**config.mk**
```make
export PLATFORM = sky130hd
export DESIGN_NAME = irq_mask_ctrl
export DESIGN_NICKNAME = d
export VERILOG_FILES = /design/src/rtl/ic_pkg.sv /design/src/rtl/ic_status_reg.sv /design/src/rtl/ic_enable_reg.sv /design/src/rtl/ic_read_mux.sv /design/src/rtl/irq_mask_ctrl.sv
export SDC_FILE = /design/constraint.sdc
export NUM_CORES = 1
export LEC_CHECK = 0
export BUFFER_PORTS_ARGS = -buffer_cell sky130_fd_sc_hd__buf_2
export CORE_MARGIN = 5
export CORE_UTILIZATION = 40
export CTS_BUF_LIST = sky130_fd_sc_hd__clkbuf_2
export DETAILED_ROUTE_END_ITERATION = 16
export PLACE_DENSITY = 0.78
export SLEW_MARGIN = 20
export SYNTH_ARGS = -nofsm -noshare
export SYNTH_HDL_FRONTEND = slang
export SYNTH_SLANG_ARGS = --single-unit
```
**constraint.sdc**
```tcl
create_clock -name clk -period 2.3 [get_ports clk]
set_clock_uncertainty 0.2 [all_clocks]
set_input_delay 0.46 -clock clk [delete_from_list [all_inputs] [get_ports clk]]
set_output_delay 0.46 -clock clk [all_outputs]
set_load 0.05 [all_outputs]
```
**src/rtl/ic_pkg.sv**
```systemverilog
package ic_pkg;
  localparam int unsigned WORD_W = 32;
  localparam int unsigned LANE_W = 8;
  localparam int unsigned LANES  = WORD_W / LANE_W;

  typedef logic [WORD_W-1:0] word_t;

  // Expand byte enables to a per-bit lane select.
  function automatic word_t lane_bits(input logic [LANES-1:0] be);
    word_t sel;
    sel = '0;
    for (int i = 0; i < WORD_W; i++) sel[i] = be[i / LANE_W];
    return sel;
  endfunction

  // Acknowledge: held bits re-asserted first, then gated by enable and data.
  function automatic word_t ack_apply(input word_t cur, input word_t held,
                                      input word_t en, input word_t wd,
                                      input word_t sel);
    return (cur & ~sel) | ((cur | held) & en & wd & sel);
  endfunction

  // Plain lane-wise replace.
  function automatic word_t lane_merge(input word_t cur, input word_t wd,
                                       input word_t sel);
    return (cur & ~sel) | (wd & sel);
  endfunction
endpackage

```
**src/rtl/ic_status_reg.sv**
```systemverilog
module ic_status_reg
  import ic_pkg::*;
#(
  parameter int unsigned NUM_SRC    = 11,
  parameter int unsigned SERIAL_BIT = 7,
  parameter int unsigned SOUND_BIT  = 9
) (
  input  logic               clk,
  input  logic               rst_n,
  input  logic               hold_serial,
  input  logic               hold_sound,
  input  logic               ack_wr,
  input  word_t              ack_data,
  input  word_t              lane_sel,
  input  logic [NUM_SRC-1:0] en_q,
  input  logic [NUM_SRC-1:0] req,
  output logic [NUM_SRC-1:0] stat_q,
  output logic [NUM_SRC-1:0] stat_nxt,
  output logic [NUM_SRC-1:0] held_vec,
  output logic               init_q
);
  logic [NUM_SRC-1:0] base;
  logic [NUM_SRC-1:0] after_ack;
  word_t              acked_w;
  logic               unused_ack_hi;

  always_comb begin
    held_vec             = '0;
    held_vec[SERIAL_BIT] = hold_serial;
    held_vec[SOUND_BIT]  = hold_sound;
  end

  assign base      = stat_q | (init_q ? held_vec : '0);
  assign acked_w   = ack_apply(word_t'(base), word_t'(held_vec), word_t'(en_q),
                               ack_data, lane_sel);
  assign after_ack = ack_wr ? acked_w[NUM_SRC-1:0] : base;
  assign stat_nxt  = after_ack | req;   // set wins over clear
  assign unused_ack_hi = ^acked_w[WORD_W-1:NUM_SRC];

  always_ff @(posedge clk or negedge rst_n) begin
    if (!rst_n) begin
      stat_q <= '0;
      init_q <= 1'b1;
    end else begin
      stat_q <= stat_nxt;
      init_q <= 1'b0;
    end
  end

  // every requested bit is set after the edge, acknowledge or not
  a_r3_req_sets: assert property (@(posedge clk) disable iff (!rst_n)
    (req != '0) |=> ((stat_q & $past(req)) == $past(req)));

  // an acknowledge never creates a pending bit that was neither pending nor held
  a_r4_ack_no_new: assert property (@(posedge clk) disable iff (!rst_n)
    (ack_wr && req == '0) |=>
      ((stat_q & ~($past(stat_q) | $past(held_vec))) == '0));

  // held bits appear on the first edge after reset
  a_r2_hold_at_init: assert property (@(posedge clk) disable iff (!rst_n)
    (init_q && !ack_wr) |=> ((stat_q & $past(held_vec)) == $past(held_vec)));
endmodule

```
**src/rtl/ic_enable_reg.sv**
```systemverilog
module ic_enable_reg
  import ic_pkg::*;
#(
  parameter int unsigned NUM_SRC = 11
) (
  input  logic               clk,
  input  logic               rst_n,
  input  logic               en_wr,
  input  word_t              wr_data,
  input  word_t              lane_sel,
  output logic [NUM_SRC-1:0] en_q,
  output logic [NUM_SRC-1:0] en_nxt
);
  word_t merged_w;
  logic  unused_merge_hi;

  assign merged_w = lane_merge(word_t'(en_q), wr_data, lane_sel);
  assign en_nxt   = en_wr ? merged_w[NUM_SRC-1:0] : en_q;
  assign unused_merge_hi = ^merged_w[WORD_W-1:NUM_SRC];

  always_ff @(posedge clk or negedge rst_n) begin
    if (!rst_n) en_q <= '0;
    else        en_q <= en_nxt;
  end

  // the enable register only moves on its own write strobe
  a_r6_en_stable: assert property (@(posedge clk) disable iff (!rst_n)
    !en_wr |=> $stable(en_q));
endmodule

```
**src/rtl/ic_read_mux.sv**
```systemverilog
module ic_read_mux
  import ic_pkg::*;
#(
  parameter int unsigned NUM_SRC = 11
) (
  input  logic               sel_stat,
  input  logic               sel_en,
  input  logic [NUM_SRC-1:0] stat_q,
  input  logic [NUM_SRC-1:0] en_q,
  output word_t              rdata
);
  localparam int unsigned PAD_W = WORD_W - NUM_SRC;

  generate
    if (PAD_W > 0) begin : g_pad
      always_comb begin
        rdata = '0;
        if (sel_stat)    rdata = {{PAD_W{1'b0}}, stat_q};
        else if (sel_en) rdata = {{PAD_W{1'b0}}, en_q};
      end
    end else begin : g_full
      always_comb begin
        rdata = '0;
        if (sel_stat)    rdata = word_t'(stat_q);
        else if (sel_en) rdata = word_t'(en_q);
      end
    end
  endgenerate
endmodule

```
**src/rtl/irq_mask_ctrl.sv**
```systemverilog
module irq_mask_ctrl
  import ic_pkg::*;
#(
  parameter int unsigned           NUM_SRC    = 11,
  parameter int unsigned           ADDR_W     = 12,
  parameter logic [ADDR_W-1:0]     STAT_OFS   = 12'h070,
  parameter logic [ADDR_W-1:0]     EN_OFS     = 12'h074,
  parameter int unsigned           SERIAL_BIT = 7,
  parameter int unsigned           SOUND_BIT  = 9
) (
  input  logic               clk,
  input  logic               rst_n,
  input  logic               cfg_serial_hold,
  input  logic               cfg_sound_hold,
  input  logic [NUM_SRC-1:0] src_req,
  input  logic [ADDR_W-1:0]  bus_addr,
  input  logic               bus_we,
  input  logic [LANES-1:0]   bus_be,
  input  logic [WORD_W-1:0]  bus_wdata,
  output logic [WORD_W-1:0]  bus_rdata,
  output logic               cpu_irq
);
  logic               hit_stat, hit_en, ack_wr, en_wr, init_q, irq_q;
  logic [NUM_SRC-1:0] stat_q, stat_nxt, held_vec, en_q, en_nxt;
  word_t              lane_sel;
  logic               unused_addr_lo;

  assign hit_stat = (bus_addr[ADDR_W-1:2] == STAT_OFS[ADDR_W-1:2]);
  assign hit_en   = (bus_addr[ADDR_W-1:2] == EN_OFS[ADDR_W-1:2]);
  assign ack_wr   = bus_we & hit_stat;
  assign en_wr    = bus_we & hit_en;
  assign lane_sel = lane_bits(bus_be);
  assign unused_addr_lo = ^bus_addr[1:0];

  ic_status_reg #(.NUM_SRC(NUM_SRC), .SERIAL_BIT(SERIAL_BIT), .SOUND_BIT(SOUND_BIT)) u_stat (
    .clk(clk), .rst_n(rst_n),
    .hold_serial(cfg_serial_hold), .hold_sound(cfg_sound_hold),
    .ack_wr(ack_wr), .ack_data(bus_wdata), .lane_sel(lane_sel),
    .en_q(en_q), .req(src_req),
    .stat_q(stat_q), .stat_nxt(stat_nxt), .held_vec(held_vec), .init_q(init_q)
  );

  ic_enable_reg #(.NUM_SRC(NUM_SRC)) u_en (
    .clk(clk), .rst_n(rst_n), .en_wr(en_wr), .wr_data(bus_wdata),
    .lane_sel(lane_sel), .en_q(en_q), .en_nxt(en_nxt)
  );

  ic_read_mux #(.NUM_SRC(NUM_SRC)) u_rd (
    .sel_stat(hit_stat), .sel_en(hit_en), .stat_q(stat_q), .en_q(en_q),
    .rdata(bus_rdata)
  );

  // Registered from next state so an uncovering enable write fires at its own edge.
  always_ff @(posedge clk or negedge rst_n) begin
    if (!rst_n) irq_q <= 1'b0;
    else        irq_q <= |(stat_nxt & en_nxt);
  end
  assign cpu_irq = irq_q;

  // registers clear and line quiet under reset
  a_r1_reset_clear: assert property (@(posedge clk)
    !rst_n |-> (stat_q == '0 && en_q == '0 && !cpu_irq));

  // the line tracks the stored registers after every edge
  a_r7_irq_tracks: assert property (@(posedge clk) disable iff (!rst_n)
    cpu_irq == |(stat_q & en_q));

  // unimplemented read bits stay zero
  a_r8_upper_zero: assert property (@(posedge clk) disable iff (!rst_n)
    bus_rdata[WORD_W-1:NUM_SRC] == '0);

  // stray writes leave both registers alone
  a_r9_stray_write: assert property (@(posedge clk) disable iff (!rst_n)
    (bus_we && !hit_stat && !hit_en && src_req == '0 && !init_q) |=>
      ($stable(stat_q) && $stable(en_q)));

  logic unused_held;
  assign unused_held = ^held_vec;
endmodule

```
Word-level counts from Yosys, hierarchy flattened
Index checks and enable logic that the tools add are counted.
{ "word_totals": {"ff_bits": 24, "inputBits": 64, "out_inout_bits": 33, "word_cells": 27} }
{ "classes": {"eq_ne": 2, "mux": 5, "n_bitwise": 15, "n_reduce_logical": 1} }
{ "ops": {"columns": ["op", "count"], "rows": [
  ["$and A11 B11 Y11", 7],
  ["$or A11 B11 Y11", 4],
  ["$mux W11", 3],
  ["$mux W32", 1],
  ["$eq A10 B5 Y1 const B", 2],
  ["$not A11 Y11", 1],
  ["$or A11 B10 Y11", 1],
  ["$reduce_or A11 Y1", 1],
  ["$mux W10", 1],
  ["$and A1 B1 Y1", 2]
]} }

Depth between registers and ports, before layout
{ "depth": {"ltp_word": 11, "ltp_mapped": 7, "depth_no_buf": 6} }

By module
From an unflattened synthesis, not the netlist that was laid out.
{ "hier_totals": {"hier_cells": 152, "hier_area_um2": 1521.5} }
{ "by_module_without_submodules": {"columns": ["mod", "instances", "cells_each", "area_each_um2", "seq_area_each_um2"], "rows": [
  ["ic_status_reg", 1, 62, 601.8, 301.5],
  ["ic_enable_reg", 1, 34, 489.2, 275.3],
  ["ic_read_mux", 1, 40, 287.8, 0.0],
  ["irq_mask_ctrl", 1, 16, 142.6, 25.0]
]} }

Worst setup path after synthesis
Ideal clock, no wire load.
{ "synth_path": {"kind": "input to register", "from": "input port bus_addr[11]", "to": "register irq_q, in the netlist cpu_irq", "setup_time_ns": 0.138, "arrival_time_ns": 2.959, "t_required_ns": 1.962, "slack_ns": -0.997, "path_stages": 6, "n_path_buf": 0, "cell_sequence": "or4b_4 -> nor4_1 -> mux2_2 -> o21a_1 -> a2111o_1 -> or4_1"} }
{ "synth_via": {"word_cells_on_any_way": 9, "classes_between": "eq/ne (2); mux (2); bitwise (4); reduce/logical (1)"} }
{ "synth_lines": {"columns": ["item", "line", "rtl"], "rows": [
  ["from (decl)", "irq_mask_ctrl.sv:16", "input logic [ADDR_W-1:0] bus_addr,"],
  ["$eq A10 B5 Y1", "irq_mask_ctrl.sv:29", "assign hit_en = (bus_addr[ADDR_W-1:2] == EN_OFS[ADDR_W-1:2]);"],
  ["$and A1 B1 Y1", "irq_mask_ctrl.sv:31", "assign en_wr = bus_we & hit_en;"],
  ["$mux W11", "ic_enable_reg.sv:18", "assign en_nxt = en_wr ? merged_w[NUM_SRC-1:0] : en_q;"],
  ["net en_nxt[7]", "irq_mask_ctrl.sv:24", "logic [NUM_SRC-1:0] stat_q, stat_nxt, held_vec, en_q, en_nxt;"],
  ["$and A11 B11 Y11", "irq_mask_ctrl.sv:56", "else irq_q <= |(stat_nxt & en_nxt);"],
  ["$reduce_or A11 Y1", "irq_mask_ctrl.sv:56", null],
  ["to (signal assigned)", "irq_mask_ctrl.sv:56", null],
  ["to (decl)", "irq_mask_ctrl.sv:23", "logic hit_stat, hit_en, ack_wr, en_wr, init_q, irq_q;"]
]} }
The timed path passes the listed nets, and every way through them passes these cells.

Final worst setup path
{ "layout_path": {"from": "input port bus_addr[10]", "to": "register irq_q, in the netlist cpu_irq"} }
{ "layout_via": {"elab_chain_cells": 6, "word_cells_on_any_way": 9, "classes_between": "eq/ne (2); mux (2); bitwise (4); reduce/logical (1)"} }
{ "layout_rtl": {"columns": ["item", "line", "rtl"], "rows": [
  ["$eq A10 B5 Y1", "irq_mask_ctrl.sv:28", "assign hit_stat = (bus_addr[ADDR_W-1:2] == STAT_OFS[ADDR_W-1:2]);"],
  ["$and A1 B1 Y1", "irq_mask_ctrl.sv:30", "assign ack_wr = bus_we & hit_stat;"],
  ["$mux W11", "ic_status_reg.sv:36", "assign after_ack = ack_wr ? acked_w[NUM_SRC-1:0] : base;"],
  ["$or A11 B11 Y11", "ic_status_reg.sv:37", "assign stat_nxt = after_ack | req;"],
  ["net stat_nxt[9]", "irq_mask_ctrl.sv:24", null],
  ["$and A11 B11 Y11", "irq_mask_ctrl.sv:56", null],
  ["$reduce_or A11 Y1", "irq_mask_ctrl.sv:56", null]
]} }
The timed path passes the listed nets, and every way through them passes these cells.

==> metrics.cfg <==
[clock_tree]
path_clk_slew_ns=0.22
cts_sinks=24
tritoncts=built
clock_latency_ns=0.34
htreeDepth=1
clock_path_buffers=2
numCtsBuffers=3
cts-root-buf=clkbuf_2

[placed_design]
io_buffers=50
dp_hpwl_um=2980
place_inst=264
dpl_cell_area_mm2=0.00195
place_ws_ns=-0.871
gp_congestion=0.882

[worst_setup_path]
max_stage_delay_ns=0.61
critPathCaptureType=register
r2r_start=u_stat.stat_q[7]
ff2ff_setup_slack_ns=0.20
cp.required_ns=2.35
crit_chain=buf_6 -> or4b_4 -> or4_4 -> a211o_1 -> a2111o_1 -> or4_1
crit_arrival_ns=2.81
critPathSlowestCell=or4b_4
crit_path_max_fanout=5
r2r_end=cpu_irq
critPathKind=in2reg
worst_r2r_path_depth=5
cp-start-kind=input pin
cp-startpoint=bus_addr[10]

[die]
coreArea_mm2=0.00369
die_h_um=71.9
ios=97
dieArea_mm2=0.00517
initial_core_util=0.415
die_w_um=71.9
fp-row-count=22

[global_route]
grt_usage=0.148
grt_pass1_wl_um=6090
grt_start_max_net_pins=25
antenna_found_initial=0
grt_remaining_overflow=0
grt_pass1_vias=1263

[synth]
synth_area_per_cell_um2=9.69
synthTopCellsByArea=dfrtp_1 (38%), buf_4 (10%), mux2_2 (8.1%)
yosysSeqAreaShare=0.393
synth_area_mm2=0.00153
yosysTopAreaCell=dfrtp_1
synth_top_cell_area_share=0.376
synth_seq_cells=24
yosysUniqueCellTypes=33
syn_inst=158
synth_warnings=0

[finish]
area_growth_pct=36.8
finalNetCount=287
final_common_cell=buf_2
final_cell_mix=buf_2 (38), dfrtp_1 (23), conb_1 (22)
num_antenna_cells=0
drive_gt1_frac=0.441
utilization=0.568
stdcell_area_mm2=0.00209
final-instance-count-excl-fill=270

[status]
violations=negative setup slack
status=complete, but fails checks

[timing]
setup_violations=12
max_slew_margin=0.639
hold_viol=0
tns_ns=-4.07
maxSlewViolCount=0
finalCriticalPeriod_ns=2.76
fin_ws_ns=-0.460
clock.fmax_mhz=362
tightest_slew_ns=0.542
rsz0062_at_grt=true
holdWs_ns=0.0872
fin_crit_sh=1.20

[routing]
drt_iter0_markers=69
drtAntennaViolNets=0
via_per_inst=5.03
wl_per_cell_um=14.2
drc=0
firstDrtPassIters=4
num_vias=1357
routed_wl_um=3830

[pwr]
p_leak_nw=0.965
p_total_mw=0.791
ir_worst_vdd_mv=0.194
p_per_area_mw_per_mm2=378

[worst_hold_path]
min_from=src_req[8]
holdPathEnd=u_stat.stat_q[8]
hold_path.class=in2reg
hold_depth=3

[job]
maxCapViolations=0

worst max path at each step:
stage               endpoint  slack [ns]  cells after the start
detailed placement   cpu_irq       -0.87                      7
CTS                  cpu_irq       -0.43                      6
global placement     cpu_irq       -0.79                      6
finish               cpu_irq       -0.46                      6
floorplan            cpu_irq       -0.63                      5
global route         cpu_irq       -0.45                      6
final cells by class:
| cell class | count | area (µm²) |
|---|---|---|
| repair buffers | 65 | 460 |
| inverters | 3 | 11.3 |
| clock inverters | 1 | 3.75 |
| flip-flops and latches | 24 | 602 |
| fillers | 328 | 1590 |
| clock buffers | 3 | 15.0 |
| well taps | 48 | 60.1 |
| multi-input cells | 126 | 942 |
state kept, by name, summed over array words and instances, names as in the netlist:
signal         cells
cpu_irq            1
u_en.en_q         11
u_stat.init_q      1
u_stat.stat_q     11
Yosys cell counts:
cell type and count:
nand2_1 16, buf_4 21, or2_2 2, a21o_1 7, clkbuf_1 5, o211ai_1 2
a211o_1 1, or4_1 1, o22a_1 1, o21ai_0 3, inv_1 3, a41oi_1 1
o21a_1 1, dfstp_2 1, nor2_1 14, a21boi_0 2, mux2i_1 12, or4_4 1
nand3b_1 3, or3_1 1, and2_1 2, dfrtp_1 23, o2111ai_1 1, conb_1 1
nand3_1 2, o22ai_1 4, nor4_1 2, or4b_4 1, mux2_2 11, a21oi_1 7
a2111o_1 3, nor4_4 1, o221ai_1 2
cell families after synthesis:
group | Yosys count | synth area share
muxes | 23 | 0.159
DFF | 24 | 0.393
other | 1 | 0.00245
AOI/OAI and AO/OA | 35 | 0.164
and+or+nand+nor | 46 | 0.158
buffers and inverters | 29 | 0.123
critical path, delay by kind of cell:
| kind | cells | cell delay [ns] |
|---|---|---|
| AND/OR/NAND/NOR | 3 | 1.56 |
| AO/OA/AOI/OAI | 2 | 0.71 |
| buffers and inverters | 1 | 0.09 |
metal layers:
| metal | global-route usage | up-vias | share of wire | wire (µm) |
|---|---|---|---|---|
| li1 | - | 650 | - | - |
| met1 | 0.190 | 648 | 0.40 | 1520 |
| met2 | 0.260 | 54 | 0.52 | 1980 |
| met3 | 0.0182 | 5 | 0.070 | 267 |
| met4 | 0.0438 | 0 | 0.014 | 55 |
| met5 | 0 | - | 0 | 0 |
power breakdown:
| part | internal [mW] | leakage (nW) | switching [mW] | total, mW |
|---|---|---|---|---|
| registers | 0.428 | 0.274 | 0.00257 | 0.430 |
| logic | 0.0533 | 0.677 | 0.143 | 0.196 |
| clock network | 0.0378 | 0.0140 | 0.127 | 0.164 |
| total | 0.519 | 0.965 | 0.272 | 0.791 |
timing repair:
action / in CTS / in global routing
hold buffers: 1 / 0
buffers inserted: 1 / 0
pin swaps: 3 / 0
endpoints found under the hold margin: 23 / 0
resized for setup: 31 / 1
setup endpoints to repair: 12 / 12
Power figures use the tool's default switching activity.
